### src/rtl/pred_cmp_pkg.sv
package pred_cmp_pkg;
  typedef enum logic [1:0] {
    OP_CMP  = 2'd0,
    OP_TBIT = 2'd1,
    OP_TNAT = 2'd2,
    OP_NONE = 2'd3
  } op_e;

  typedef enum logic [3:0] {
    REL_EQ  = 4'd0, REL_NE  = 4'd1,
    REL_LT  = 4'd2, REL_LE  = 4'd3, REL_GT  = 4'd4, REL_GE  = 4'd5,
    REL_LTU = 4'd6, REL_LEU = 4'd7, REL_GTU = 4'd8, REL_GEU = 4'd9
  } rel_e;

  typedef enum logic [2:0] {
    CT_NORM     = 3'd0,
    CT_UNC      = 3'd1,
    CT_AND      = 3'd2,
    CT_ANDCM    = 3'd3,
    CT_OR       = 3'd4,
    CT_ORCM     = 3'd5,
    CT_OR_ANDCM = 3'd6,
    CT_AND_ORCM = 3'd7
  } ctype_e;

  typedef struct packed {
    logic we1;
    logic v1;
    logic we2;
    logic v2;
  } pwr_t;
endpackage

### src/rtl/pred_cmp_eval.sv
module pred_cmp_eval
  import pred_cmp_pkg::*;
#(
  parameter int DATA_W   = 64,
  parameter int NARROW_W = 32,
  localparam int POS_W   = $clog2(DATA_W)
) (
  input  logic [1:0]        op_i,
  input  logic [3:0]        rel_i,
  input  logic              narrow_i,
  input  logic [DATA_W-1:0] a_i,
  input  logic [DATA_W-1:0] b_i,
  input  logic [POS_W-1:0]  bit_pos_i,
  input  logic              nat_i,
  output logic              res_o
);
  localparam int HI_W = DATA_W - NARROW_W;

  logic              sgn_rel;
  logic [DATA_W-1:0] a_x, b_x;
  logic              eq, lts, ltu, cmp_res;

  always_comb begin
    sgn_rel = (rel_i >= REL_LT) && (rel_i <= REL_GE);
    // narrow form: rebuild upper bits from bit NARROW_W-1 (signed) or zero
    if (narrow_i) begin
      a_x = {{HI_W{sgn_rel & a_i[NARROW_W-1]}}, a_i[NARROW_W-1:0]};
      b_x = {{HI_W{sgn_rel & b_i[NARROW_W-1]}}, b_i[NARROW_W-1:0]};
    end else begin
      a_x = a_i;
      b_x = b_i;
    end
    eq  = (a_x == b_x);
    lts = ($signed(a_x) < $signed(b_x));
    ltu = (a_x < b_x);
    unique case (rel_i)
      REL_EQ:  cmp_res = eq;
      REL_NE:  cmp_res = !eq;
      REL_LT:  cmp_res = lts;
      REL_LE:  cmp_res = lts | eq;
      REL_GT:  cmp_res = !(lts | eq);
      REL_GE:  cmp_res = !lts;
      REL_LTU: cmp_res = ltu;
      REL_LEU: cmp_res = ltu | eq;
      REL_GTU: cmp_res = !(ltu | eq);
      REL_GEU: cmp_res = !ltu;
      default: cmp_res = 1'b0;
    endcase
    unique case (op_i)
      OP_CMP:  res_o = cmp_res;
      OP_TBIT: res_o = a_i[bit_pos_i];
      OP_TNAT: res_o = nat_i;
      default: res_o = 1'b0;
    endcase
  end
endmodule

### src/rtl/pred_type_decode.sv
module pred_type_decode
  import pred_cmp_pkg::*;
(
  input  logic       valid_i,
  input  logic [2:0] ctype_i,
  input  logic       qp_i,
  input  logic       res_i,
  output pwr_t       pw_o
);
  logic hit_t, hit_f;

  always_comb begin
    hit_t = qp_i & res_i;
    hit_f = qp_i & !res_i;
    pw_o  = '0;
    unique case (ctype_i)
      CT_NORM:     pw_o = '{we1: qp_i,  v1: res_i,    we2: qp_i,  v2: !res_i};
      CT_UNC:      pw_o = '{we1: 1'b1,  v1: hit_t,    we2: 1'b1,  v2: hit_f};
      CT_AND:      pw_o = '{we1: hit_f, v1: 1'b0,     we2: hit_f, v2: 1'b0};
      CT_ANDCM:    pw_o = '{we1: hit_t, v1: 1'b0,     we2: hit_t, v2: 1'b0};
      CT_OR:       pw_o = '{we1: hit_t, v1: 1'b1,     we2: hit_t, v2: 1'b1};
      CT_ORCM:     pw_o = '{we1: hit_f, v1: 1'b1,     we2: hit_f, v2: 1'b1};
      CT_OR_ANDCM: pw_o = '{we1: hit_t, v1: 1'b1,     we2: hit_t, v2: 1'b0};
      CT_AND_ORCM: pw_o = '{we1: hit_f, v1: 1'b0,     we2: hit_f, v2: 1'b1};
      default:     pw_o = '0;
    endcase
    if (!valid_i) pw_o = '0;
  end
endmodule

### src/rtl/pred_file.sv
module pred_file
  import pred_cmp_pkg::*;
#(
  parameter int NUM_PRED = 64,
  localparam int IDX_W   = $clog2(NUM_PRED)
) (
  input  logic                clk_i,
  input  logic                rst_ni,
  input  pwr_t                pw_i,
  input  logic [IDX_W-1:0]    t1_i,
  input  logic [IDX_W-1:0]    t2_i,
  output logic [NUM_PRED-1:0] pred_o
);
  logic [NUM_PRED-1:1] bits_q;

  for (genvar i = 1; i < NUM_PRED; i++) begin : g_ent
    always_ff @(posedge clk_i or negedge rst_ni) begin
      if (!rst_ni)                                  bits_q[i] <= 1'b0;
      else if (pw_i.we1 && t1_i == IDX_W'(i))       bits_q[i] <= pw_i.v1;
      else if (pw_i.we2 && t2_i == IDX_W'(i))       bits_q[i] <= pw_i.v2;
    end
  end

  assign pred_o = {bits_q, 1'b1};
endmodule

### src/rtl/pred_cmp_unit.sv
module pred_cmp_unit
  import pred_cmp_pkg::*;
#(
  parameter int NUM_PRED = 64,
  parameter int DATA_W   = 64,
  parameter int NARROW_W = 32,
  localparam int IDX_W   = $clog2(NUM_PRED),
  localparam int POS_W   = $clog2(DATA_W)
) (
  input  logic                clk_i,
  input  logic                rst_ni,
  input  logic                valid_i,
  input  logic [1:0]          op_i,
  input  logic [3:0]          rel_i,
  input  logic                narrow_i,
  input  logic [2:0]          ctype_i,
  input  logic [DATA_W-1:0]   src_a_i,
  input  logic [DATA_W-1:0]   src_b_i,
  input  logic                use_imm_i,
  input  logic [DATA_W-1:0]   imm_i,
  input  logic [POS_W-1:0]    bit_pos_i,
  input  logic                nat_i,
  input  logic [IDX_W-1:0]    qp_idx_i,
  input  logic [IDX_W-1:0]    t1_idx_i,
  input  logic [IDX_W-1:0]    t2_idx_i,
  output logic [NUM_PRED-1:0] pred_o,
  output logic                conflict_o
);
  logic [DATA_W-1:0] b_sel;
  logic              res, qp_val, conflict_q;
  pwr_t              pw;

  assign b_sel  = use_imm_i ? imm_i : src_b_i;
  assign qp_val = pred_o[qp_idx_i];

  pred_cmp_eval #(.DATA_W(DATA_W), .NARROW_W(NARROW_W)) u_eval (
    .op_i(op_i), .rel_i(rel_i), .narrow_i(narrow_i),
    .a_i(src_a_i), .b_i(b_sel), .bit_pos_i(bit_pos_i), .nat_i(nat_i),
    .res_o(res)
  );

  pred_type_decode u_dec (
    .valid_i(valid_i), .ctype_i(ctype_i), .qp_i(qp_val), .res_i(res), .pw_o(pw)
  );

  pred_file #(.NUM_PRED(NUM_PRED)) u_file (
    .clk_i(clk_i), .rst_ni(rst_ni), .pw_i(pw),
    .t1_i(t1_idx_i), .t2_i(t2_idx_i), .pred_o(pred_o)
  );

  always_ff @(posedge clk_i or negedge rst_ni) begin
    if (!rst_ni) conflict_q <= 1'b0;
    else         conflict_q <= pw.we1 & pw.we2 & (t1_idx_i == t2_idx_i);
  end

  assign conflict_o = conflict_q;
endmodule

### config.mk
export PLATFORM = sky130hd
export DESIGN_NAME = pred_cmp_unit
export DESIGN_NICKNAME = d
export VERILOG_FILES = /design/src/rtl/pred_cmp_pkg.sv /design/src/rtl/pred_cmp_eval.sv /design/src/rtl/pred_type_decode.sv /design/src/rtl/pred_file.sv /design/src/rtl/pred_cmp_unit.sv
export SDC_FILE = /design/constraint.sdc
export NUM_CORES = 1
export LEC_CHECK = 0
export BUFFER_PORTS_ARGS = -buffer_cell sky130_fd_sc_hd__buf_2
export CAP_MARGIN = 5
export CORE_UTILIZATION = 34
export CTS_BUF_LIST = sky130_fd_sc_hd__clkbuf_16
export CTS_CLUSTER_SIZE = 24
export DETAILED_ROUTE_END_ITERATION = 6
export GPL_TIMING_DRIVEN = 0
export SYNTH_ARGS = -nofsm -noshare
export SYNTH_HDL_FRONTEND = slang
export SYNTH_SLANG_ARGS = --single-unit
export TNS_END_PERCENT = 30
### constraint.sdc
create_clock -name clk_i -period 5.6 [get_ports clk_i]
set_input_delay 0.56 -clock clk_i [delete_from_list [all_inputs] [get_ports clk_i]]
set_output_delay 0.56 -clock clk_i [all_outputs]
set_load 0.03 [all_outputs]
; Yosys cells after proc, flatten, opt, wreduce, memory -nomap -nowiden
; Index checks and enable logic that the tools add are counted.
[op_classes]
add_sub_neg = 0
multipliers = 0
n_div = 0
n_lt_le_gt_ge = 6
n_eq_ne = 146
shifts = 0
muxes = 137
n_bitwise = 8
reduce_logical = 199
[op_table]
columns = op, count
row1 = "== test 6 bit, second input constant", 64
row2 = "== test 6 x 5 -> 1 bit, second input constant", 32
row3 = two-way mux 64 bit, 3
row4 = less-than comparator 64 bit, 2
row5 = two-way mux 1 bit, 128
row6 = logical AND 1 bit, 127
row7 = nonzero test 2 bit, 63
row8 = "== test 6 x 4 -> 1 bit, second input constant", 16
row9 = == test 64 bit, 1
row10 = "== test 6 x 3 -> 1 bit, second input constant", 8
row11 = one-hot mux 4 bit (8 select lines), 1
row12 = "== test 6 x 2 -> 1 bit, second input constant", 4
row13 = "== test 4 x 3 -> 1 bit, second input constant", 4
row14 = "less-than comparator 6 x 7 -> 1 bit, second input constant", 2
row15 = binary-select mux 1 bit (select 6 bit), 2
row16 = "== test 3 bit, second input constant", 4
row17 = "== test 6 x 1 -> 1 bit, second input constant", 2
row18 = one-hot mux 1 bit (10 select lines), 1
row19 = "== test 4 x 2 -> 1 bit, second input constant", 2
row20 = "== test 4 bit, second input constant", 2
row21 = AND 1 bit, 6
row22 = "== test 3 x 2 -> 1 bit, second input constant", 2
row23 = == test 6 bit, 1
row24 = zero test 1 bit, 6
row25 = 12 further kinds, 13
[totals]
reg_bits = 64
latchBits = 0
ram_bits = 0
mem_bits_ro = 0
in_bits = 231
out_inout_bits = 65
word_cells = 560
mem_count = 0

; Logic depth before layout (Yosys ltp)
; Gate-level depths: netlist of run 1.
[depth]
ltp_word = 16
mapped_depth = 20

; Hierarchy
; Synthesis of run 1 repeated with hierarchy kept, for this count alone.
[hier_totals]
hier_cells = 939
hier_area_um2 = 8431.8
[by_module_without_submodules]
columns = mod, instances, cells_per_inst, area_per_inst_um2
row1 = pred_file, 1, 452, 4209.0
row2 = pred_cmp_eval, 1, 352, 2745.1
row3 = pred_cmp_unit, 1, 119, 1380.1
row4 = pred_type_decode, 1, 16, 97.6

; Worst setup path before layout of run 1
; OpenSTA, ideal clock, no wires.
[synth_path]
path_kind = input to register
from = in use_imm_i
to = reg u_file.bits_q, in the netlist u_file.pred_o[17]
t_arrival_ns = 5.106
t_required_ns = 5.518
setup_slack_ns = 0.412
stages = 17
n_path_buf = 4
cell_sequence = clkbuf_1 clkbuf_1 buf_1 mux2i_1 ha_1 nand4_1 nor4_1 nand4_4 o2111a_1 a211oi_1 a211oi_1 a211o_4 o31a_4 a2111oi_4 buf_6 nand2_1 a31oi_1
[synth_via]
elab_chain_cells = 14
elab_cells_between_ends = 25
[synth_lines]
columns = item, line_no
row1 = "start, declared", pred_cmp_unit.sv:19  ; input logic use_imm_i,
row2 = two-way mux 64 bit (*), pred_cmp_unit.sv:33  ; assign b_sel = use_imm_i ? imm_i : src_b_i;
row3 = AND 1 bit, pred_cmp_eval.sv:28  ; b_x = {{HI_W{sgn_rel & b_i[NARROW_W-1]}}, b_i[NARROW_W-1:0]};
row4 = two-way mux 64 bit (*), pred_cmp_eval.sv:26  ; if (narrow_i) begin
row5 = "less-than comparator 64 bit, or another cell as far along", pred_cmp_eval.sv:35  ; ltu = (a_x < b_x);
row6 = "OR 1 bit, on equally long branches", n/a
row7 = "zero test 1 bit, on equally long branches", "pred_cmp_eval.sv:45, pred_cmp_eval.sv:41"
row8 = one-hot mux 1 bit (10 select lines) (*), pred_cmp_eval.sv:36  ; unique case (rel_i)
row9 = one-hot mux 1 bit (3 select lines) (*), pred_cmp_eval.sv:49  ; unique case (op_i)
row10 = zero test 1 bit, "pred_type_decode.sv:14, pred_type_decode.sv:17"
row11 = AND 1 bit, pred_type_decode.sv:14  ; hit_f = qp_i & !res_i;
row12 = one-hot mux 4 bit (8 select lines) (*), pred_type_decode.sv:16  ; unique case (ctype_i)
row13 = two-way mux 4 bit (*), pred_type_decode.sv:27  ; if (!valid_i) pw_o = '0;
row14 = "two-way mux 1 bit, or another cell as far along", pred_file.sv:20  ; else if (pw_i.we2 && t2_i == IDX_W'(i)) bits_q[i] <= pw_i.v2;
row15 = two-way mux 1 bit / nonzero test 2 bit (equally long branches), n/a
row16 = "end signal, assigned by index", pred_file.sv:19  ; else if (pw_i.we1 && t1_i == IDX_W'(i)) bits_q[i] <= pw_i.v1;
row17 = "end signal, assigned by index", pred_file.sv:20
row18 = "end, declared", pred_file.sv:14  ; logic [NUM_PRED-1:1] bits_q;
; Mark *: on every way between the ends. The rest lies on a longest branch, timed or not. The select of a mux whose other input is x is not followed.
; A chain may end at the register's enable or synchronous reset.

; Worst setup path in the final report of run 1
[layout_path]
from = in rel_i[2]
to = reg u_file.bits_q, in the netlist u_file.pred_o[21]
[layout_via]
elab_chain_cells = 15
elab_cells_between_ends = 39
[layout_lines]
columns = item, line_no
row1 = "start, declared", pred_cmp_unit.sv:14  ; input logic [3:0] rel_i,
row2 = greater-or-equal comparator 4 x 2 -> 1 bit / less-or-equal comparator 4 x 3 -> 1 bit (equally long branches), pred_cmp_eval.sv:24  ; sgn_rel = (rel_i >= REL_LT) && (rel_i <= REL_GE);
row3 = logical AND 1 bit, pred_cmp_eval.sv:24
row4 = "AND 1 bit, on equally long branches", "pred_cmp_eval.sv:27, pred_cmp_eval.sv:28"
row5 = two-way mux 64 bit, pred_cmp_eval.sv:26
row6 = "less-than comparator 64 bit, or another cell as far along", pred_cmp_eval.sv:35
row7 = "OR 1 bit, on equally long branches", n/a
row8 = "zero test 1 bit, on equally long branches", "pred_cmp_eval.sv:45, pred_cmp_eval.sv:41"
row9 = one-hot mux 1 bit (10 select lines) (*), pred_cmp_eval.sv:36
row10 = one-hot mux 1 bit (3 select lines) (*), pred_cmp_eval.sv:49
row11 = zero test 1 bit, "pred_type_decode.sv:14, pred_type_decode.sv:17"
row12 = AND 1 bit, pred_type_decode.sv:14
row13 = one-hot mux 4 bit (8 select lines) (*), pred_type_decode.sv:16
row14 = two-way mux 4 bit (*), pred_type_decode.sv:27
row15 = "two-way mux 1 bit, or another cell as far along", pred_file.sv:20
row16 = two-way mux 1 bit / nonzero test 2 bit (equally long branches), n/a
; Marks and branches as above.

==> metrics.txt, run 1 <==
status complete, no violations; crit end category register; Slew Viols, Final 0; area added between synthesis and finish 26.9%; DRC 0; grt total ovfl 0; gpl congestion 0.995; CTS Hold Buffers Added 0; FFs w/ async S/R, synth 100%; first-pass GRT wire length 60200 um; CTS Buffer Depth 2; drt total wl 40500 um; num ports 296; total clock sinks 64; FF+latch count, synth 64; Worst IR Drop VDD 0.164 mV; final cell count without fillers 1665; Min-Delay Path Class in2async; DP HPWL 32900 um; Clock Latency Late Sink 0.34 ns; top cells by area, synth dfrtp_1 (19%), ha_1 (9.4%), mux4_2 (7.7%); Synth warnings 0; fmax 184 MHz; initial drt markers 924; CP Cell Sequence buf_2 > xnor2_1 > o31ai_2 > clkbuf_2 > o21a_1 > ha_1 > a21oi_1 > o21ai_1 > a2111oi_1 > or4b_1 > a32oi_2 > a211oi_1 > a211o_4 > mux2_2 > buf_6 > or2_1 > buf_2 > buf_6 > a32oi_1 > a21oi_1; Fin. Hold Viols 0; sequential cell area fraction in the yosys report 18.8%; slowest cell on the critical path or4b_1; Synth area leader dfrtp_1; Crit path max-delay family compound AO/OA/AOI/OAI gates; Worst slew margin 29.5%; cell total after placement 1640; layout cells sized above 1 32.8%; Leakage 4.64 nW; Die X 160 um; Die Ht 160 um; H-tree levels 3; largest net degree at the start of global routing 65; final worst-path cycle share 96.9%; fill count 2527; DR WL/cell 24.3 um; drt first pass iters 7; Worst EP required 5.81 ns; All-Layer GR Usage 31.0%; Layout Nets 1629; # port buffers 284; Synth top area share 18.8%; Inserted Clock Buffers 9; Post-synth EDFFs 0; Core Area 0.0244 mm^2; Least-Margin Pin Slew 1.05 ns; number of global-route vias before repair 9868; Synth Flop Type dfrtp_1; Mapped Avg Cell Area 8.24 um^2; CTS root buffer clkbuf_16; post-synthesis cell count 1032; startpoint types input pin; CTS tree built; Worst EP arrival 5.63 ns; Syn Nets 1327; crit path buf inv count 5; crit-path max FO 12; via count 10163; Crit Path Class in2reg; row count 57; Final min period 5.42 ns; Syn Std Cell Area 0.00850 mm^2; Clk pin slew, worst setup/hold paths 0.06 ns; pwr/cell area 205 mW/mm^2; final setup fails 0; Distinct cells, synth 72; initial antenna violation count 2; max_cap viols 0; Initial Util 34.9%; die area 0.0256 mm^2; Layout Skew 0.00784 ns; hold slack 0.346 ns; Crit path largest cell delay 0.55 ns; Vias/cell 6.10; post-route ant nets 0
## metal layers
layer  global-route usage [%]  vias up  routed length, um
met3                     6.44      112               3860
met4                     10.8        0               1580
met5                        0        -                  0
met1                     38.5     4772              16100
li1                         -     4638                  -
met2                     52.8      641              19000
## area by class of cell
class                      instances  area (um^2)  area share [%]
tap                              324          405            3.76
multi-input combinational        870         6530            60.5
clock buffer                       9          225            2.09
clock inverter                     7         63.8           0.591
buffer                            85          429            3.98
timing repair buffer             293         1490            13.8
antenna                            2         5.00          0.0464
sequential                        64         1600            14.8
inverter                          11         41.3           0.383
## layout by cell type, fill, tap and decap left out, types with 5 or more instances in the layout
| cell | Yosys | routed |
|---|---|---|
| buf_2 | 16 | 297 |
| nand2_1 | 98 | 98 |
| o21ai_0 | 78 | 78 |
| a21oi_1 | 78 | 78 |
| dfrtp_1 | 64 | 64 |
| ha_1 | 64 | 63 |
| nand3_1 | 52 | 52 |
| nor3_1 | 51 | 51 |
| mux2i_1 | 50 | 49 |
| nor2_1 | 45 | 45 |
| mux2_2 | 37 | 37 |
| clkbuf_1 | 47 | 35 |
| o21a_1 | 32 | 32 |
| nor4_1 | 32 | 31 |
| mux4_2 | 29 | 29 |
| a32oi_1 | 26 | 25 |
| a31oi_1 | 24 | 24 |
| nand4_1 | 21 | 21 |
| o211ai_1 | 21 | 21 |
| buf_4 | 5 | 16 |
| nor2b_1 | 15 | 15 |
| nand2b_1 | 14 | 14 |
| inv_1 | 11 | 12 |
| buf_1 | 13 | 12 |
| a211oi_1 | 10 | 9 |
| clkbuf_16 | 0 | 9 |
| clkbuf_2 | 0 | 8 |
| o22ai_1 | 8 | 8 |
| o41ai_1 | 7 | 7 |
| buf_6 | 6 | 6 |
| xnor2_1 | 5 | 5 |
| a21o_1 | 5 | 5 |
## power by group
| group | switching, mW | internal (mW) |
|---|---|---|
| logic | 0.643 | 0.384 |
| clock network | 0.225 | 0.341 |
| registers | 0.0882 | 0.536 |
| total | 0.956 | 1.26 |
## worst paths after layout
kind                                      to               from  cells after the start  slack (ns)
max                        u_file.pred_o[21]           rel_i[2]                     20        0.18
min                        u_file.pred_o[11]             rst_ni                      1        0.35
max reg2reg                u_file.pred_o[21]  u_file.pred_o[47]                     13        1.66
min reg2reg                u_file.pred_o[21]  u_file.pred_o[21]                      2        0.57
max in group asynchronous  u_file.pred_o[38]             rst_ni                      1        4.68
min in group clk_i         u_file.pred_o[21]  u_file.pred_o[21]                      2        0.57
## synth_stat cells, drive strengths merged, types with 3 or more instances
cell type / n
clkbuf: 47
mux2: 37
a311oi: 4
a32oi: 26
o21a: 32
nor2b: 15
nand4: 22
nand2: 98
nor2: 46
xnor2: 5
nor3: 51
a2111oi: 7
o41ai: 7
xor2: 3
inv: 11
mux4: 29
buf: 40
ha: 64
nor4: 35
a21oi: 78
a31oi: 24
a21o: 5
a211oi: 10
o21ai: 82
mux2i: 51
and2: 3
o22ai: 8
or2: 4
a22oi: 3
o31ai: 6
o211ai: 21
nand3: 52
dfrtp: 64
nand2b: 14
## state kept, by name, summed over array words and instances, names as in the netlist
register       count
conflict_o         1
u_file.pred_o     63
## worst register-to-register path, cell delays in order (launching register included)
cell and delay (ns):
dfrtp_1 0.40, mux4_2 0.54, mux4_2 0.55, mux2_2 0.32
o21ai_4 0.34, or3_1 0.17, nor3_1 0.04, mux2_2 0.31
buf_6 0.16, or2_1 0.22, buf_2 0.16, buf_6 0.17
a32oi_1 0.32, a21oi_1 0.12
## cells by family after synthesis
family,Yosys count,synth area share [%]
and+or+nand+nor,348,20.5
AOI/OAI and AO/OA,332,26.5
muxes,117,18.6
buffers and inverters,98,5.31
adders and majority gates,64,9.42
DFF,64,18.8
xor gates and xnor gates,8,0.824
other,1,0.0441
## stage by stage
step                      utilization [%]  TNS (ns)  area [um^2]  setup slack (ns)  power [mW]
after floorplan                         -         0         8500             0.412        1.23
after global placement               42.4    -61.24        10300             -1.24        1.62
after detailed placement             42.4    -57.34        10300             -1.13        1.63
after CTS                            43.7         0        10700            0.0248        2.20
after global routing                 44.3  -0.00503        10800          -0.00503        2.32
final                                44.3         0        10800             0.176        2.22
## repair_timing
action | 4_1_cts | 5_1_grt
pin swaps | 1 | 8
endpoints found under the setup margin | 64 | 64
setup buffers | 0 | 9
resized for setup | 12 | 25
endpoints found under the hold margin | 0 | 0
No activity file was read; power rests on OpenSTA's default activity.
==> run 2: changes to the inputs <==
Settings changed: SYNTH_HIERARCHICAL set to 1.
==> run 2 against run 1 <==
Effect of this change:
- power is 9.2% lower
- first-iteration DRC count is 3.1% higher
- core utilization is 0.13 points higher
- clock power is 4.2% lower
- final cell count is 5.3% lower
==> metrics.txt, run 2 <==
DR WL/cell 22.6 um; CTS tree built; setup slack, reg-to-reg 1.61 ns; Least-Margin Pin Slew 0.926 ns; first-pass GRT wire length 53700 um; Synth Flop Type dfrtp_1; sequential cell area fraction in the yosys report 19.0%; Fin. Hold Viols 0; DRC 0; DP HPWL 28400 um; total clock sinks 64; reg2reg end u_file/pred_o[36]; startpoint types input pin; fmax 183 MHz; CTS root buffer clkbuf_16; CTS Hold Buffers Added 0; Synth top cells by count a21oi_1 (95), o21ai_0 (95), a22oi_1 (67); Leakage 4.78 nW; max_cap viols 0; Synth area leader dfrtp_1; number of global-route vias before repair 8972; status complete, no violations; Post-synth EDFFs 0; All-Layer GR Usage 27.5%; Worst slew margin 38.3%; Mapped Avg Cell Area 8.98 um^2; area added between synthesis and finish 28.0%; largest net degree at the start of global routing 65; crit path buf inv count 7; Final min period 5.47 ns; final setup fails 0; Syn Nets 1234; final worst-path cycle share 97.7%; Synth warnings 6; Reg2Reg Depth 14; drt first pass iters 7; Inserted Clock Buffers 9; Synth top area share 19.0%; H-tree levels 3; layout cells sized above 1 41.6%; Worst EP arrival 5.68 ns; row count 57; slowest cell on the critical path or4b_2; Worst IR Drop VDD 0.129 mV; num ports 296; gpl congestion 0.985; Vias/cell 5.95; initial drt markers 953; post-route ant nets 0; Clock Latency Late Sink 0.34 ns; crit end category register; Layout Nets 1540; die area 0.0254 mm^2; post-synthesis cell count 939; Worst EP required 5.81 ns; Min-Delay Path Class in2async; FF-to-FF Start u_file/pred_o[42]; pwr/cell area 187 mW/mm^2; CTS Buffer Depth 2; setup TNS 0 ns; Core Area 0.0243 mm^2; RSZ-0062 raised after global routing yes; Layout Skew 0.00630 ns; Die Ht 159 um; commonest non-fill, non-tap cell in the layout buf_2; Slew Viols, Final 0; initial antenna violation count 2; Syn Std Cell Area 0.00843 mm^2; top cells by area, synth dfrtp_1 (19%), ha_1 (9.5%), mux2_2 (8.5%); # port buffers 287; crit-path max FO 10; Distinct cells, synth 71; grt total ovfl 0; drt total wl 35600 um; Clk pin slew, worst setup/hold paths 0.05 ns; max FFs per register 63; Initial Util 34.7%; Crit path max-delay family simple AND/OR/NAND/NOR gates; via count 9379; FF+latch count, synth 64; most frequent cells in the layout buf_2 (303), o21ai_0 (95), a21oi_1 (93); Crit Path Class in2reg; FFs w/ async S/R, synth 100%; hold slack 0.329 ns; Die X 159 um; Crit path largest cell delay 0.62 ns; CP Depth 26
==> run 2: cell count changes after synthesis, moves of 27 or more <==
cell     previous run  this run
nand2_1            98        23
a22oi_1             3        67
mux2i_1            50         6
nand3_1            52        16
nor2_1             45        11
inv_1              11        40
mux2_2             37        64
==> run 2: area by class of cell <==
type / instances / area, um^2
Fill cell: 2474 / 13500
Multi-Input combinational cell: 747 / 6330
Sequential cell: 64 / 1600
Timing Repair Buffer: 295 / 1500
Buffer: 88 / 519
Tap cell: 324 / 405
Clock buffer: 9 / 225
Inverter: 40 / 150
Clock inverter: 6 / 52.6
Antenna cell: 3 / 7.51
==> run 2: cell families after synthesis <==
logic type | after synthesis | synth area share, %
adders and majority gates | 64 | 9.50
buffers and inverters | 128 | 7.35
and+or+nand+nor | 244 | 21.0
DFF | 64 | 19.0
xor gates and xnor gates | 7 | 0.727
muxes | 104 | 18.9
AOI/OAI and AO/OA | 327 | 23.5
other | 1 | 0.0445
==> run 2: how the worst max path moves through the flow <==
stage	endpoint	start	slack [ns]
global route	u_file/pred_o[36]	use_imm_i	-0.06
finish	u_file/pred_o[36]	use_imm_i	0.13
detailed placement	u_file/pred_o[2]	use_imm_i	-1.86
CTS	u_file/pred_o[16]	use_imm_i	0.08
floorplan	u_file/pred_o[7]	use_imm_i	0.11
global placement	u_file/pred_o[4]	use_imm_i	-1.80
==> run 2: power by group <==
| group | switching [mW] | internal [mW] |
|---|---|---|
| combinational | 0.524 | 0.362 |
| clock | 0.205 | 0.336 |
| sequential | 0.0621 | 0.526 |
==> run 2: metrics by stage <==
stage          setup WS, ns  power [mW]  std cells  area (um^2)  util (%)
2_1_floorplan         0.107        1.12        939         8430         -
3_3_place_gp          -1.80        1.44       1550        10300      42.2
3_5_place_dp          -1.86        1.45       1550        10300      42.3
4_1_cts              0.0812        2.00       1569        10700      43.8
5_1_grt             -0.0587        2.12       1575        10800      44.4
6_report              0.129        2.01       1576        10800      44.4
==> run 2: worst register-to-register path, cell delays in order, from the launching register on <==
cell	delay, ns
dfrtp_1	0.43
mux4_1	0.57
mux4_2	0.52
nand2b_1	0.17
a32o_1	0.29
nor2_1	0.11
nor3_1	0.07
o31a_4	0.42
buf_4	0.17
buf_2	0.15
and3b_1	0.18
buf_2	0.16
clkbuf_4	0.23
a22oi_1	0.29
a21oi_1	0.11
==> run 2: what timing repair did <==
| item | 4_1_cts | 5_1_grt |
|---|---|---|
| buffers inserted | 4 | 4 |
| pin swaps | 5 | 9 |
| endpoints found under the setup margin | 64 | 60 |
| resized for setup | 20 | 37 |
==> run 2: routing by layer <==
| metal | GRT usage, % | up-vias | share of wire, % |
|---|---|---|---|
| li1 | - | 4316 | - |
| met1 | 34.8 | 4487 | 41 |
| met5 | 0 | - | 0 |
| met4 | 8.22 | 0 | 2.7 |
| met3 | 3.83 | 64 | 7.3 |
| met2 | 48.3 | 512 | 49 |
